===== config.mk =====
export PLATFORM = sky130hd
export DESIGN_NAME = mem_autosize
export DESIGN_NICKNAME = d
export VERILOG_FILES = /design/src/rtl/mem_autosize.sv
export SDC_FILE = /design/constraint.sdc
export NUM_CORES = 1
export LEC_CHECK = 0
export BUFFER_PORTS_ARGS = -buffer_cell sky130_fd_sc_hd__buf_4
export CORE_MARGIN = 2
export CORE_UTILIZATION = 40
export CTS_CLUSTER_DIAMETER = 30
export DETAILED_ROUTE_END_ITERATION = 12
export GPL_ROUTABILITY_DRIVEN = 0
export HOLD_SLACK_MARGIN = 0.08
export PLACE_DENSITY = 0.65
export SLEW_MARGIN = 20
export SYNTH_ARGS = -nofsm -noshare
export SYNTH_HDL_FRONTEND = slang
export SYNTH_SLANG_ARGS = --single-unit

===== constraint.sdc =====
create_clock -name clk -period 2.6 [get_ports clk]
set_input_delay 0.26 -clock clk [delete_from_list [all_inputs] [get_ports clk]]
set_output_delay 0.26 -clock clk [all_outputs]
set_load 0.05 [all_outputs]

===== src/rtl/mem_autosize.sv =====
module mem_autosize #(
  parameter int MAX_SPAN = 1 << 20,
  localparam int AW = $clog2(MAX_SPAN),
  localparam int SW = AW + 1
) (
  input  logic          clk,
  input  logic          rst_n,
  input  logic          start,
  output logic          done,
  output logic          present,
  output logic [SW-1:0] size,
  output logic          mreq,
  output logic          mwe,
  output logic [AW-1:0] maddr,
  output logic [31:0]   mwdata,
  input  logic [31:0]   mrdata,
  input  logic          mrvalid
);
  typedef enum logic [3:0] {
    IDLE, SV0, SV1, A0, A1, AR, B0, B1, BR, TR, TW, TR0, TR1, RS0, RS1
  } st_t;

  localparam logic [31:0]   PA   = 32'h5555_AAAA;
  localparam logic [31:0]   PB   = 32'hAAAA_5555;
  localparam logic [SW-1:0] MAXV = SW'(MAX_SPAN);
  localparam logic [SW-1:0] FOUR = SW'(4);

  st_t st;
  logic pend;
  logic [31:0] save0, save1, tval, v0;
  logic [SW-1:0] ofs, res;

  wire ack = pend && mrvalid;
  wire [SW-1:0] nofs = ofs << 1;

  always_comb begin
    mwe    = 1'b0;
    maddr  = '0;
    mwdata = '0;
    case (st)
      SV1:     maddr = AW'(4);
      A0:      begin mwe = 1'b1; mwdata = PA; end
      A1:      begin mwe = 1'b1; maddr = AW'(4); mwdata = PB; end
      B0:      begin mwe = 1'b1; mwdata = PB; end
      B1:      begin mwe = 1'b1; maddr = AW'(4); mwdata = PA; end
      TR, TR1: maddr = ofs[AW-1:0];
      TW:      begin mwe = 1'b1; mwdata = ~tval; end
      RS0:     begin mwe = 1'b1; mwdata = save0; end
      RS1:     begin mwe = 1'b1; maddr = AW'(4); mwdata = save1; end
      default: ;
    endcase
  end

  assign mreq = (st != IDLE) && !pend;

  always_ff @(posedge clk or negedge rst_n) begin
    if (!rst_n) begin
      st      <= IDLE;
      pend    <= 1'b0;
      save0   <= '0;
      save1   <= '0;
      tval    <= '0;
      v0      <= '0;
      ofs     <= FOUR;
      res     <= '0;
      size    <= '0;
      present <= 1'b0;
      done    <= 1'b0;
    end else begin
      done <= 1'b0;
      if (mreq) pend <= 1'b1;
      if (st == IDLE && start) st <= SV0;
      if (ack) begin
        pend <= 1'b0;
        case (st)
          SV0: begin save0 <= mrdata; st <= SV1; end
          SV1: begin save1 <= mrdata; st <= A0; end
          A0:  st <= A1;
          A1:  st <= AR;
          AR:  if (mrdata == PA) st <= B0;
               else begin res <= '0; st <= RS0; end
          B0:  st <= B1;
          B1:  st <= BR;
          BR:  if (mrdata != PB) begin res <= '0; st <= RS0; end
               else if (FOUR >= MAXV) begin res <= MAXV; st <= RS0; end
               else begin ofs <= FOUR; st <= TR; end
          TR:  begin tval <= mrdata; st <= TW; end
          TW:  st <= TR0;
          TR0: begin v0 <= mrdata; st <= TR1; end
          TR1: if (mrdata == v0) begin res <= ofs; st <= RS0; end
               else if (nofs >= MAXV) begin res <= MAXV; st <= RS0; end
               else begin ofs <= nofs; st <= TR; end
          RS0: st <= RS1;
          RS1: begin
            size    <= res;
            present <= (res != '0);
            done    <= 1'b1;
            st      <= IDLE;
          end
          default: st <= IDLE;
        endcase
      end
    end
  end
endmodule


# --- Yosys cells after proc, flatten, opt, wreduce, memory -nomap -nowiden ---
# Cells that the tools add are included.
op_classes:
  reduce_logical: 23
  bitwise: 1
  muxes: 23
  magnitude_cmp: 1
  n_eq_ne: 23
ops:
  columns: ["cell", "count"]
  rows:
  - ["$pmux 32 s5", 1]
  - ["$mux 21", 7]
  - ["$pmux 21 s3", 1]
  - ["$pmux 4 s13", 1]
  - ["$pmux 21 s2", 1]
  - ["$pmux 20 s2", 1]
  - ["$eq 32x31->1 const B", 1]
  - ["$eq 32x32->1", 1]
  - ["$ne 32x32->1 const B", 1]
  - ["$not 32->32", 1]
  - ["$eq 4x4->1 const B", 7]
  - ["$ge 21x21->1 const B", 1]
  - ["$reduce_bool 21->1", 1]
  - ["$eq 4x3->1 const B", 4]
  - ["$mux 4", 3]
  - ["$ne 2x2->1 const B", 5]
  - ["$reduce_and 2->1", 5]
  - ["$reduce_and 5->1", 2]
  - ["$mux 3", 3]
  - ["$eq 4x2->1 const B", 2]
  - ["$reduce_or 7->1", 1]
  - ["$reduce_bool 2->1", 3]
  - ["$reduce_or 2->1", 3]
  - ["$mux 1", 5]
  - ["8 further kinds", 10]
word_totals:
  register_bits: 198
  output_inout_bits: 77

# --- Depth between registers and ports, before layout ---
depth:
  word_depth: 5
  depth_mapped: 8
  mapped_depth_nobuf: 6

# --- Worst setup path before layout ---
# No wires, ideal clock.
synth_timing:
  path_kind: "register -> output"
  startpoint: "reg st[0]"
  endpoint: "out mwe"
  t_required_ns: 2.340
  n_path_buf: 2
  slack_ns: 0.309
  stages_incl_launch_ff: 5
  arrival_time_ns: 2.031
  cell_sequence: "dfrtp_1 -> buf_2 -> buf_1 -> xnor2_1 -> o21ai_0"
synth_between:
  elab_chain_len: 3
  word_cells_on_any_way: 9
  classes_between: "eq/ne (7); mux (1); reduce/logical (1)"
synth_rtl:
  columns: ["element", "line_no", "text"]
  rows:
  - ["from (decl)", "28", "st_t st;"]
  - ["from (signal assigned)", "58", "st <= IDLE;"]
  - ["from (signal assigned)", "72", "if (st == IDLE && start) st <= SV0;"]
  - ["from (signal assigned)", "76", "SV0: begin save0 <= mrdata; st <= SV1; end"]
  - ["$eq 4x4->1 (tied with other cells)", "40", "case (st)"]
  - ["$reduce_or 7->1 (no line) *", null, null]
  - ["$mux 1 *", "40", null]
  - ["to (decl)", "13", "output logic mwe,"]
# Mark *: on every way between the ends. The rest lies on a longest branch, timed or not.

# --- Final worst setup path ---
layout_timing:
  startpoint: "reg st[1]"
  endpoint: "out mwdata[4]"
layout_between:
  elab_chain_len: 3
  word_cells_on_any_way: 10
  classes_between: "eq/ne (7); mux (1); reduce/logical (2)"
layout_rtl:
  columns: ["element", "line_no", "text"]
  rows:
  - ["$eq 4x3->1 / $eq 4x2->1 (equally long branches)", "40", null]
  - ["$reduce_or 2->1 (no line)", null, null]
  - ["$pmux 32 s5 *", "40", null]
  - ["to (decl)", "15", "output logic [31:0] mwdata,"]
# Marked as above.

==> impl_metrics.env <==
export IMPL_grt_ovfl_total=0
export IMPL_slew_violations=0
export IMPL_die_area_um2=23260
export IMPL_cp_arrival_ps=2210
export IMPL_cp_required_ps=2340
export IMPL_p_leak_uw=0.004934
export IMPL_synth_edf_count=0
export IMPL_crit_family="buffers and inverters"
export IMPL_grt_pass1_wl_um=34760
export IMPL_core_area_um2=21760
export IMPL_numPortBuffers=108
export IMPL_post_route_cells_drive_above_1_share=0.4191
export IMPL_stdcell_area_um2=10750
export IMPL_vias=6071
export IMPL_period_needed_ps=2472
export IMPL_synth_avg_cell_area_um2=12.67
export IMPL_synth_simple_area_share=0.09291
export IMPL_crit_path_end_kind="output pin"
export IMPL_worstSetupStartpointType="flip-flop"
export IMPL_crit_buf_inv=3
export IMPL_initial_core_util=0.4055
export IMPL_cts_sinks=192
export IMPL_synthCells=696
export IMPL_crit_path_max_incr_delay_ps=510
export IMPL_hold_class="input port to flip-flop"
export IMPL_dp_cells=1075
export IMPL_synth_flop_cell="dfrtp_1"
export IMPL_muxShareOfSynthArea=0.1889
export IMPL_vdd_drop_max_mv=0.6077
export IMPL_hold_path_startpoint="mrdata[18]"
export IMPL_power_density_nw_per_um2=1099
export IMPL_synth_top_area_cell="dfrtp_1"
export IMPL_cts_buffers=17
export IMPL_die_y_um=152.5
export IMPL_stdcell_count=1108
export IMPL_layout_worst_path_cycle_share=0.9509
export IMPL_area_growth_pct=21.83
export IMPL_cpMaxStageDelayCell="dfrtp_1"
export IMPL_clock_latency_ps=440
export IMPL_status="completed"
export IMPL_cts_root_buf="clkbuf_16"
export IMPL_yosys_area_top_type_share=0.5418
export IMPL_synthArstFlopShare=1.000
export IMPL_antennaDiodeCount=0
export IMPL_antenna_found_initial=0
export IMPL_viasPerCell=5.479
export IMPL_post_synth_fa_ha_maj_area_fraction=0
export IMPL_nNetsFinal=851
export IMPL_tightest_slew_ps=660.4
export IMPL_clk_pin_slew_ps=80
export IMPL_yosys_top_cells_area="dfrtp_1, mux2_2, xor2_1"
export IMPL_route_detailed_drc=0
export IMPL_cts_tree="done"
export IMPL_synthTopCellsByCount="dfrtp_1, mux2_2, xor2_1"
export IMPL_synth_xor_area_frac=0.03475
export IMPL_track_usage=0.1900
export IMPL_rsz0062_at_grt="no"
export IMPL_cp_startpoint="st[1]$_DFFE_PN0P_"
export IMPL_synth_compound_area_frac=0.1018
export IMPL_post_dp_cell_area_um2=10120
export IMPL_r2r_start="v0[26]$_DFFE_PN0P_"
export IMPL_cap_violations=0
export IMPL_io_pins=113
export IMPL_grt_pass1_vias=6174
export IMPL_drt_wirelength_per_cell_um=19.46
export IMPL_grt_max_degree=77
export IMPL_synth_top_family_by_area="multiplexers"
export IMPL_yosysWarnings=0
export IMPL_cts_buffer_depth=2
export IMPL_htree_levels=4
export IMPL_ys_seq_area_frac=0.5448
export IMPL_fmax_mhz=404.5
export IMPL_criticalPathCategory="flip-flop to output pin"
export IMPL_hold_viol=0
export IMPL_path_max_fanout=18
export IMPL_wirelength_um=21560
export IMPL_slew_headroom=0.5598
export IMPL_setup_tns_ps=0
export IMPL_yosysMostFrequentCell="dfrtp_1"
export IMPL_fp_row_count=54
export IMPL_crit_top_cell="buf_4"
export IMPL_dpl_hpwl_um=14490
export IMPL_antenna_left=0
export IMPL_die_width_um=152.5
export IMPL_first_iter_violations=280
export IMPL_synth_seq_cells=192
export IMPL_synth_cell_types=46
export IMPL_crit_path_cell_trace="inv_4 > nor2_1 > nand2_1 > buf_4 > o211ai_1 > buf_4"
export IMPL_synth_area_um2=8821
export IMPL_setup_viol=0
export IMPL_drtPass1Iterations=4
export IMPL_skew_ps=15.64
[per-stage QoR]
step	setup WS [ps]	hold slack [ps]	util	power, uW
after global routing	29.19	99.22	0.4940	12450
final	127.7	108.8	0.4940	11810
after detailed placement	340.7	335.0	0.4650	9222
after floorplan	309.4	-35.59	-	7735
after CTS	7.548	92.34	0.4933	11890
after global placement	378.5	340.3	0.4650	9133
[what timing repair did]
action / in CTS / in global routing
buffers inserted: 0 / 0
endpoints found under the hold margin: 70 / 0
setup endpoints to repair: 12 / 14
hold buffers: 1 / 0
resized for setup: 2 / 4
[power by group]
| group | internal [uW] | switching, uW |
|---|---|---|
| clock network | 1410 | 1220 |
| logic | 1780 | 2700 |
| registers | 4030 | 660 |
[registers in the layout (all words and copies together), names as in the netlist]
name / flops
pend: 1
v0: 32
res: 19
present: 1
done: 1
save1: 32
save0: 32
tval: 32
ofs: 19
size: 19
st: 4
[final cells by class]
class                           instances  area [um2]
Timing Repair Buffer                  143        1152
Multi-Input combinational cell        439        3750
Sequential cell                       192        4808
Clock buffer                           19       452.9
Inverter                               22       85.08
Tap cell                              280       350.3
Fill cell                            1963       11010
Clock inverter                         13       147.6
[cells by family after synthesis]
| logic type | Yosys count |
|---|---|
| other | 1 |
| buffers and inverters | 68 |
| muxes | 148 |
| DFF | 192 |
| AOI/OAI and AO/OA | 126 |
| and+or+nand+nor | 126 |
| xor gates and xnor gates | 35 |
[cells in the final DEF, fill, tap and decap left out, types with 3 or more instances in the layout]
cell / synthesis / layout
buf_12: 0 / 5
nand4_1: 25 / 25
a21oi_1: 8 / 8
inv_1: 21 / 21
clkbuf_16: 0 / 17
clkinvlp_4: 0 / 4
nand2_1: 16 / 16
clkbuf_8: 0 / 3
and4bb_2: 12 / 12
o21ai_1: 10 / 10
nor3_2: 1 / 4
nor2_1: 15 / 14
nand3_1: 3 / 3
conb_1: 1 / 4
mux2_2: 145 / 145
dfrtp_1: 191 / 189
a22oi_1: 32 / 32
mux2_1: 3 / 3
o211ai_1: 32 / 32
and2_1: 20 / 20
buf_4: 4 / 134
o21ai_0: 17 / 17
nor4bb_1: 4 / 4
inv_8: 0 / 4
xor2_1: 33 / 33
nor4_1: 14 / 13
a22o_1: 17 / 17
[per-layer routing]
layer / share of wire / global-route usage / vias to the layer above
met4: 0.0098 / 0.04586 / 0
met5: 0 / 0 / -
met1: 0.46 / 0.2621 / 3124
met2: 0.49 / 0.3140 / 134
li1: - / - / 2799
met3: 0.040 / 0.03441 / 14
[worst paths after layout]
kind | endpoint | slack, ps | cells after the start
worst max register to register | res[20]$_DFFE_PN0P_ | 330 | 6
max in group asynchronous | save1[10]$_DFFE_PN0P_ | 1410 | 3
worst min-delay path | save1[18]$_DFFE_PN0P_ | 110 | 2
worst min register to register | save0[2]$_DFFE_PN0P_ | 500 | 1
worst max-delay path | mwdata[4] | 130 | 6
min in group asynchronous | size[7]$_DFFE_PN0P_ | 430 | 2
Power figures use the tool's default switching activity.
